==> src/rtl/ipg_pkg.sv <==
package ipg_pkg;
  // next state of a two-threshold under-voltage latch
  function automatic logic uv_step(logic cur, int unsigned code,
                                   int unsigned trip, int unsigned rel);
    if (cur) return !(code > rel);
    return code < trip;
  endfunction

  // saturating increment
  function automatic int unsigned sat_inc(int unsigned v, int unsigned lim);
    return (v >= lim) ? lim : v + 1;
  endfunction

  // countdown that stops at zero
  function automatic int unsigned dec0(int unsigned v);
    return (v == 0) ? 0 : v - 1;
  endfunction
endpackage

==> src/rtl/ipg_oc_filter.sv <==
module ipg_oc_filter #(
  parameter int FILT_CYC = 350
) (
  input  logic clk,
  input  logic rst,
  input  logic oc_in,
  output logic sc_active
);
  localparam int CNTW = $clog2(FILT_CYC + 1);
  localparam logic [CNTW-1:0] LIM = CNTW'(FILT_CYC);

  logic [CNTW-1:0] run_q;

  always_ff @(posedge clk) begin
    if (rst) run_q <= '0;
    else if (oc_in) run_q <= CNTW'(ipg_pkg::sat_inc(32'(run_q), FILT_CYC));
    else run_q <= '0;
  end

  assign sc_active = (run_q == LIM);

  AST_SC_NEEDS_FLAG: assert property (@(posedge clk) disable iff (rst)
    !oc_in |=> !sc_active);
  AST_SC_ROSE_ON_FLAG: assert property (@(posedge clk) disable iff (rst)
    $rose(sc_active) |-> $past(oc_in));
endmodule

==> src/rtl/ipg_uv_hyst.sv <==
module ipg_uv_hyst #(
  parameter int CW   = 8,
  parameter int TRIP = 100,
  parameter int REL  = 110
) (
  input  logic          clk,
  input  logic          rst,
  input  logic [CW-1:0] code,
  output logic          uv
);
  localparam logic [CW-1:0] TRIP_C = CW'(TRIP);
  localparam logic [CW-1:0] REL_C  = CW'(REL);

  always_ff @(posedge clk) begin
    if (rst) uv <= 1'b0;
    else uv <= ipg_pkg::uv_step(uv, 32'(code), TRIP, REL);
  end

  AST_UV_SET_LOW: assert property (@(posedge clk) disable iff (rst)
    $rose(uv) |-> ($past(code) < TRIP_C));
  AST_UV_CLR_HIGH: assert property (@(posedge clk) disable iff (rst)
    $fell(uv) |-> ($past(code) > REL_C));
endmodule

==> src/rtl/ipg_gate_chan.sv <==
module ipg_gate_chan (
  input  logic clk,
  input  logic rst,
  input  logic cmd,
  input  logic block,
  output logic en
);
  logic prev_q;
  logic fresh;

  assign fresh = cmd & ~prev_q;

  always_ff @(posedge clk) begin
    if (rst) begin
      prev_q <= 1'b1; // a held command is not a fresh edge
      en     <= 1'b0;
    end else begin
      prev_q <= cmd;
      if (block)      en <= 1'b0;
      else if (fresh) en <= 1'b1;
      else if (!cmd)  en <= 1'b0;
    end
  end

  AST_BLOCK_FORCES_OFF: assert property (@(posedge clk) disable iff (rst)
    block |=> !en);
  AST_CMD_LOW_OFF: assert property (@(posedge clk) disable iff (rst)
    !cmd |=> !en);
  AST_ON_NEEDS_EDGE: assert property (@(posedge clk) disable iff (rst)
    $rose(en) |-> ($past(cmd) && !$past(prev_q)));
endmodule

==> src/rtl/ipg_fault_timer.sv <==
module ipg_fault_timer #(
  parameter int PULSE_CYC = 480000
) (
  input  logic clk,
  input  logic rst,
  input  logic sc_active,
  input  logic uv_lo,
  output logic fault_n
);
  localparam int TW = $clog2(PULSE_CYC + 1);

  logic [TW-1:0] tmr_q;
  logic sc_q, uv_q;
  logic sc_rise, uv_rise, busy;

  assign sc_rise = sc_active & ~sc_q;
  assign uv_rise = uv_lo & ~uv_q;
  assign busy    = (tmr_q != '0);

  always_ff @(posedge clk) begin
    if (rst) begin
      tmr_q <= '0;
      sc_q  <= 1'b0;
      uv_q  <= 1'b0;
    end else begin
      sc_q <= sc_active;
      uv_q <= uv_lo;
      if (uv_rise || (sc_rise && !busy)) tmr_q <= TW'(PULSE_CYC);
      else tmr_q <= TW'(ipg_pkg::dec0(32'(tmr_q)));
    end
  end

  assign fault_n = ~(busy | uv_lo);

  AST_PULSE_NO_EXTEND: assert property (@(posedge clk) disable iff (rst)
    (busy && !uv_rise) |=> (tmr_q < $past(tmr_q)));
endmodule

==> src/rtl/inv_gate_guard.sv <==
module inv_gate_guard #(
  parameter int CW        = 8,
  parameter int FILT_CYC  = 350,
  parameter int PULSE_CYC = 480000,
  parameter int LO_TRIP   = 104,
  parameter int LO_REL    = 110,
  parameter int HI_TRIP   = 100,
  parameter int HI_REL    = 106
) (
  input  logic            clk,
  input  logic            rst,
  input  logic [2:0]      pwm_hi,
  input  logic [2:0]      pwm_lo,
  input  logic            oc_in,
  input  logic [CW-1:0]   vd_lo,
  input  logic [3*CW-1:0] vd_hi,
  output logic [2:0]      gate_hi,
  output logic [2:0]      gate_lo,
  output logic            fault_n
);
  localparam int NPH = 3;

  // named internal events
  logic           sc_active;
  logic           uv_lo;
  logic [NPH-1:0] uv_hi;
  logic           lo_block;

  ipg_oc_filter #(.FILT_CYC(FILT_CYC)) u_filt (
    .clk(clk), .rst(rst), .oc_in(oc_in), .sc_active(sc_active));

  ipg_uv_hyst #(.CW(CW), .TRIP(LO_TRIP), .REL(LO_REL)) u_uv_lo (
    .clk(clk), .rst(rst), .code(vd_lo), .uv(uv_lo));

  assign lo_block = sc_active | uv_lo;

  ipg_fault_timer #(.PULSE_CYC(PULSE_CYC)) u_flt (
    .clk(clk), .rst(rst), .sc_active(sc_active), .uv_lo(uv_lo),
    .fault_n(fault_n));

  for (genvar i = 0; i < NPH; i++) begin : g_phase
    ipg_uv_hyst #(.CW(CW), .TRIP(HI_TRIP), .REL(HI_REL)) u_uv_hi (
      .clk(clk), .rst(rst), .code(vd_hi[i*CW +: CW]), .uv(uv_hi[i]));

    ipg_gate_chan u_hi (
      .clk(clk), .rst(rst), .cmd(pwm_hi[i]), .block(uv_hi[i]),
      .en(gate_hi[i]));

    ipg_gate_chan u_lo (
      .clk(clk), .rst(rst), .cmd(pwm_lo[i]), .block(lo_block),
      .en(gate_lo[i]));
  end

  AST_SC_ALL_LOW_OFF: assert property (@(posedge clk) disable iff (rst)
    sc_active |=> (gate_lo == 3'b000));
  AST_UV_LO_FAULT: assert property (@(posedge clk) disable iff (rst)
    uv_lo |-> !fault_n);
  AST_RESET_STATE: assert property (@(posedge clk)
    $past(rst) |-> (gate_hi == 3'b000 && gate_lo == 3'b000));
endmodule

==> config.mk <==
export PLATFORM = sky130hd
export DESIGN_NAME = inv_gate_guard
export DESIGN_NICKNAME = d
export VERILOG_FILES = /design/src/rtl/ipg_pkg.sv /design/src/rtl/ipg_oc_filter.sv /design/src/rtl/ipg_uv_hyst.sv /design/src/rtl/ipg_gate_chan.sv /design/src/rtl/ipg_fault_timer.sv /design/src/rtl/inv_gate_guard.sv
export SDC_FILE = /design/constraint.sdc
export NUM_CORES = 1
export LEC_CHECK = 0
export ABC_AREA = 1
export BUFFER_PORTS_ARGS = -buffer_cell sky130_fd_sc_hd__buf_2
export CAP_MARGIN = 20
export CORE_ASPECT_RATIO = 1.4
export CORE_MARGIN = 4
export CORE_UTILIZATION = 60
export CTS_BUF_LIST = sky130_fd_sc_hd__clkbuf_8
export CTS_CLUSTER_DIAMETER = 80
export DETAILED_ROUTE_END_ITERATION = 12
export GPL_TIMING_DRIVEN = 1
export MAX_ROUTING_LAYER = met4
export PLACE_DENSITY = 0.87
export SLEW_MARGIN = 30
export SYNTH_ARGS = -nofsm -noshare
export SYNTH_HDL_FRONTEND = slang
export SYNTH_SLANG_ARGS = --single-unit
==> constraint.sdc <==
create_clock -name clk -period 3.3 [get_ports clk]
set_input_delay 0.165 -clock clk [delete_from_list [all_inputs] [get_ports clk]]
set_output_delay 0.165 -clock clk [all_outputs]
set_load 0.01 [all_outputs]
==> results of run 1 <==
## layout by cell type (no fill, tap or decap), types with 4 or more instances in the layout
cell and count:
ha_1 4, nor2_1 44, nand4_1 6, nand3_1 22, a21oi_1 4, nor2_2 19, nand2_1 59, nor3_1 4
xor2_1 11, buf_2 47, xnor2_1 6, o21ai_0 4, dfxtp_1 46, inv_1 45, clkbuf_8 6
## final cells by class
cell class / instances / area [µm²]
Sequential cell: 46 / 920.9
Fill cell: 311 / 1075
Tap cell: 42 / 52.55
Clock inverter: 2 / 8.758
Inverter: 44 / 165.2
Multi-Input combinational cell: 204 / 1104
Timing Repair Buffer: 47 / 235.2
Clock buffer: 6 / 82.58
## per-layer routing
layer  up-vias  track usage, %  share of wire [%]
met4         0           8.869                1.9
met3         8           3.537                4.3
met2        41           38.85                 56
li1       1024               -                  -
met1       911           20.92                 38
met5         -               -                  0
## worst max-delay path by stage
stage                         end  slack [ns]  depth (start not counted)
after floorplan           fault_n        1.94                          8
after global placement    fault_n        1.85                          9
after detailed placement  fault_n        1.79                          9
after CTS                 fault_n        1.46                          9
after global routing      fault_n        1.36                          9
final                     fault_n        1.47                          9
## logic make-up after synthesis
family	synth area share, %
AND/OR/NAND/NOR	34.64
buffers and inverters	10.61
AO/OA/AOI/OAI	5.305
adder cells (fa/ha/maj)	2.210
flip-flops	40.66
XOR/XNOR	6.574
## power groups by stage
stage / clock, µW / combinational [µW] / sequential (µW)
6_report: 344 / 840 / 752
5_1_grt: 372 / 954 / 765
3_5_place_dp: 0 / 844 / 766
4_1_cts: 352 / 851 / 753
2_1_floorplan: 0 / 716 / 742
3_3_place_gp: 0 / 826 / 762
## registers in the layout, indices dropped and copies added (netlist names)
signal and flops:
u_uv_lo.uv 1, u_flt.tmr_q 19, g_phase.u_uv_hi.uv 3, g_phase.u_lo.en 3, g_phase.u_lo.prev_q 3, u_flt.uv_q 1, g_phase.u_hi.prev_q 3, u_flt.sc_q 1
g_phase.u_hi.en 3, u_filt.run_q 9
## per-stage QoR
stage                     util, %  hold slack, ns
after detailed placement    67.99          0.3281
after global placement      67.99          0.3265
after floorplan                 -          0.2418
final                       70.50         0.01902
after global routing        70.50         0.01252
after CTS                   70.50        0.009787
==> results.md, run 1 <==
* Synth Warn # at 0
* Drt pass-1 iters at 4
* Status: finished, final reports clean
* Cell area after synthesis at 2265 µm²
* Setup crit end kind: primary output
* Crit-path leading delay family: simple AND/OR/NAND/NOR gates
* Hold Crit Start: vd_hi[15]
* Area grow syn2layout at 13.43%
* Routed WL at 4.342 mm
* TritonCTS clock tree: yes
* Worst setup SP type: flip-flop
* Die Area at 4835 µm²
* Core area at 3643 µm²
* Initial antenna violation count at 0
* Max Clock Skew at 0.005469 ns
* Post-route DRC at 0
* Starting Density at 62.16%
* Clk network pwr share at 17.8%
* Power per cell area at 753.5 nW/µm²
* Synth area leader: dfxtp_1
* Hpwl dp at 3.484 mm
* Final Hold Fails at 0
* Maximum vdd ir drop at 567.0 µV
* Worst hold endpoint: g_phase[1].u_uv_hi.uv
* Post CTS Setup Buffer Count at 0
* # IOs at 48
* DP Worst Slack at 1.793 ns
* Slew @ Worst Pin at 0.4121 ns
* Psw at 791.4 µW
* Slack of the critical path at 1.470 ns
* CP Max Fanout at 4
* Commonest cells in the netlist: nand2_1, dfxtp_1, inv_1, nor2_1, nand3_1
* Ys async rst share at 0%
* CTS sink cnt at 46
* Via count at 1984
* Fin crit share at 55.45%
* DIE WIDTH at 59.93 µm
* Worst-path clk slew at 0.08 ns
* Crit-path max cell delay at 0.32 ns
* Hold depth at 2
* Grt total ovfl at 0
* #FFs+latches synth at 46
* Number of cells on the worst reg-to-reg path at 8
* Pwr Total at 1935 µW
* Flop2flop setup slack at 1.81 ns
* Setup TNS at 0 ns
* Pleak at 0.001273 µW
* Final Instance Count excl. Fillers at 391
* Critical path launch point: u_flt.tmr_q[0]
* Final count of negative-setup-slack endpoints at 0
* Post-DP Area at 2477 µm²
* Avg Vias per Cell at 5.074
* Port bufs at 47
* GPL Wtd Cong at 0.8964
* R2R Path Start: u_filt.run_q[0]
* Crit path DAT at 1.66 ns
* Number of nets with antenna violations after routing at 0
* Cts hold-fix bufs at 0
* Fraction of layout instances using a drive strength above 1 at 24.64%
* Max Slew Vio Count at 0
* Largest net degree at the start of global routing at 14
* Combinational Power Share at 43.4%
* Clock Latency Late Sink at 0.29 ns
* Max Buffers Root-to-Sink at 2
* Sequential fraction of the synthesis area at 40.66%
* Number of nets in the layout at 393
* CTS Buf Count at 5
* Crit path buffers/inverters at 3
* Worst min path class: in2reg
* RSZ-0062 raised after global routing: false
* Syn Nets at 348
* H-tree depth at 2
* Sequential share of power at 38.8%
* PostCTS Resize Cnt at 0
* Die height at 80.69 µm
* Max Freq at 546.4 MHz
* Placed cell count at 383
* Total track usage at 21.03%
* Predominant post-synthesis flop cell: dfxtp_1
* Wire per inst at 11.10 µm
* Relative slew margins at 71.82%
* Worst path cell trace: inv_1, ha_1, inv_1, nor2_1, nand3_1, nor2_2, nand2_1, nor2_1, buf_2
* Diodes inserted at 0
* Iter 0 DRT Violations at 82
* Synth top area share at 40.66%
* Most numerous cell in the Yosys netlist: nand2_1
* EDFF count, synth at 0
* Fin crit period at 1.830 ns
* RR Endpoint: u_filt.run_q[8]
* Setup CP Type: reg2out
* Num rows at 26
* Syn Inst Count at 303
* Worst EP required at 3.13 ns
* Post-Syn Area per Cell at 7.474 µm²
* First-pass GRT wire length at 7.596 mm
* Count of different cell masters after synthesis at 27
* Maxcap violations at 0
* CP max-delay cell: dfxtp_1
* Switching portion of total power at 40.89%
* CTS Root Cell: clkbuf_8
* Vias in the first global route at 1873
* P_int at 1144 µW
* Area contributors post-synth: dfxtp_1, nand2_1, inv_1
* Final instance area at 2569 µm²
(Power assumes the default switching activity.)
==> run 2, diff against run 1 <==
Settings changed: CORE_UTILIZATION 60 to 56, PLACE_DENSITY 0.87 to 0.82.
Clock period 3.3 ns to 1.7 ns, I/O delays scaled along.
==> run 2 against run 1 <==
Total power up 110%. Clock power rose by 130%. Combinational power increased by 110%. Sequential share of layout area fell by 1.9 points. Via count up 2.1%. Critical path depth unchanged. Hold slack lost 0.0087 ns. Sequential power up 94%. Critical path type unchanged. Critical endpoint unchanged.
==> results.md, run 2 (synthesized netlist as in run 1, its figures left out) <==
* Max Clock Skew at 0.008412 ns
* Max Slew Vio Count at 0
* Combinational Power Share at 43.6%
* Fin crit share at 93.56%
* R2R Path Start: u_flt.tmr_q[0]
* Area grow syn2layout at 19.78%
* Worst-path clk slew at 0.08 ns
* Psw at 1629 µW
* Post-route DRC at 0
* Biggest register: u_flt.tmr_q
* Clk network pwr share at 19.9%
* Initial antenna violation count at 0
* Diodes inserted at 0
* # IOs at 48
* Fin crit period at 1.591 ns
* RR Endpoint: u_flt.tmr_q[11]
* Worst setup SP type: flip-flop
* Final Instance Count excl. Fillers at 404
* DIE WIDTH at 61.75 µm
* Status: finished, final reports clean
* Worst min path class: in2reg
* CTS Root Cell: clkbuf_8
* Die Area at 5140 µm²
* Num rows at 27
* Power per cell area at 1475 nW/µm²
* Final count of negative-setup-slack endpoints at 0
* Slew @ Worst Pin at 0.4403 ns
* Placed cell count at 385
* Largest regs: u_flt.tmr_q (19), u_filt.run_q (9)
* Total track usage at 21.05%
* Iter 0 DRT Violations at 47
* Clock Latency Late Sink at 0.31 ns
* P_int at 2373 µW
* Wire per inst at 11.66 µm
* Worst EP required at 1.62 ns
* Port bufs at 47
* CP Max Fanout at 4
* Pleak at 0.001336 µW
* H-tree depth at 2
* Switching portion of total power at 40.72%
* Relative slew margins at 70.61%
* Flop2flop setup slack at 0.17 ns
* Number of cells on the worst reg-to-reg path at 10
* Max reg flops at 19
* Avg Vias per Cell at 5.012
* GPL Wtd Cong at 0.8810
* Setup TNS at 0 ns
* Crit path DAT at 1.51 ns
* Final hold slack at 0.01033 ns
* Maximum vdd ir drop at 1072 µV
* Grt total ovfl at 0
* Max Buffers Root-to-Sink at 2
* Routed WL at 4.709 mm
* TritonCTS clock tree: yes
* Maxcap violations at 0
* Setup CP Type: reg2out
* Worst setup path endpoint: fault_n
* Via count at 2025
* Critical path launch point: u_flt.tmr_q[1]
* CTS sink cnt at 46
* Drt pass-1 iters at 4
* Starting Density at 57.79%
* Final Hold Fails at 0
* Commonest non-fill, non-tap cell in the layout: nand2_1
* Hpwl dp at 3.501 mm
* Die height at 83.25 µm
* CTS Buf Count at 5
* Most frequent cells in the layout: nand2_1, buf_2, dfxtp_1
* Largest net degree at the start of global routing at 14
* Core area at 3919 µm²
* Pwr Total at 4002 µW
* Sequential share of power at 36.5%
* Vias in the first global route at 2015
* First-pass GRT wire length at 8.114 mm
* Max Freq at 628.7 MHz
* Number of nets with antenna violations after routing at 0
* Setup crit end kind: primary output
* Fraction of layout instances using a drive strength above 1 at 25.48%
* Number of nets in the layout at 405
* Filler cell count at 313
-- run 2: what timing repair did --
action	in CTS	in global routing
resized for setup	3	2
hold buffers	9	0
hold endpoints to repair	9	0
setup endpoints to repair	1	2
pin swaps	1	1
setup buffers	2	0
-- run 2: power groups by stage --
stage	sequential [µW]	clock, µW	combinational (µW)
after global placement	1470	0	1610
after CTS	1460	805	1740
after floorplan	1440	0	1390
after detailed placement	1480	0	1650
final	1460	797	1750
after global routing	1490	853	1970
-- run 2: per-layer routing --
metal	global-route usage (%)	share of wire, %	vias to the layer above
met3	5.132	4.1	14
met1	21.25	39	921
met2	36.22	54	43
met5	-	0	-
li1	-	-	1047
met4	9.653	2.9	0
-- run 2: worst min-delay path by stage --
stage	start	end	slack [ns]	cells after the start
global route	vd_lo[7]	u_uv_lo.uv	0.006	3
finish	vd_lo[7]	u_uv_lo.uv	0.01	3
CTS	vd_lo[7]	u_uv_lo.uv	0.008	3
global placement	vd_hi[7]	g_phase[0].u_uv_hi.uv	0.25	2
detailed placement	vd_hi[15]	g_phase[1].u_uv_hi.uv	0.25	2
floorplan	vd_hi[7]	g_phase[0].u_uv_hi.uv	0.16	1
-- run 2: final cells by class --
| class | count | area, µm² | area share [%] |
|---|---|---|---|
| clock buffer | 5 | 68.82 | 2.537 |
| timing repair buffer | 59 | 347.8 | 12.82 |
| multi-input combinational | 204 | 1119 | 41.24 |
| clock inverter | 3 | 37.54 | 1.384 |
| tap | 43 | 53.80 | 1.983 |
| inverter | 44 | 165.2 | 6.089 |
| sequential | 46 | 920.9 | 33.95 |
-- run 2: through the flow --
stage               utilization [%]  setup WS, ns  cell area, µm²
floorplan                         -        0.3498            2265
global route                  69.22     -0.006325            2713
detailed placement            63.44        0.2092            2486
global placement              63.44        0.2746            2486
finish                        69.22        0.1095            2713
CTS                           69.03       0.03462            2705
-- run 2: worst max-delay path: stages (launching register included) --
cell and delay (ns):
dfxtp_1 0.32, inv_1 0.08, ha_1 0.14, inv_1 0.04, nor2_2 0.10, nand3_2 0.10
nor2_4 0.11, nand2_2 0.09, nor2_1 0.09, buf_2 0.13
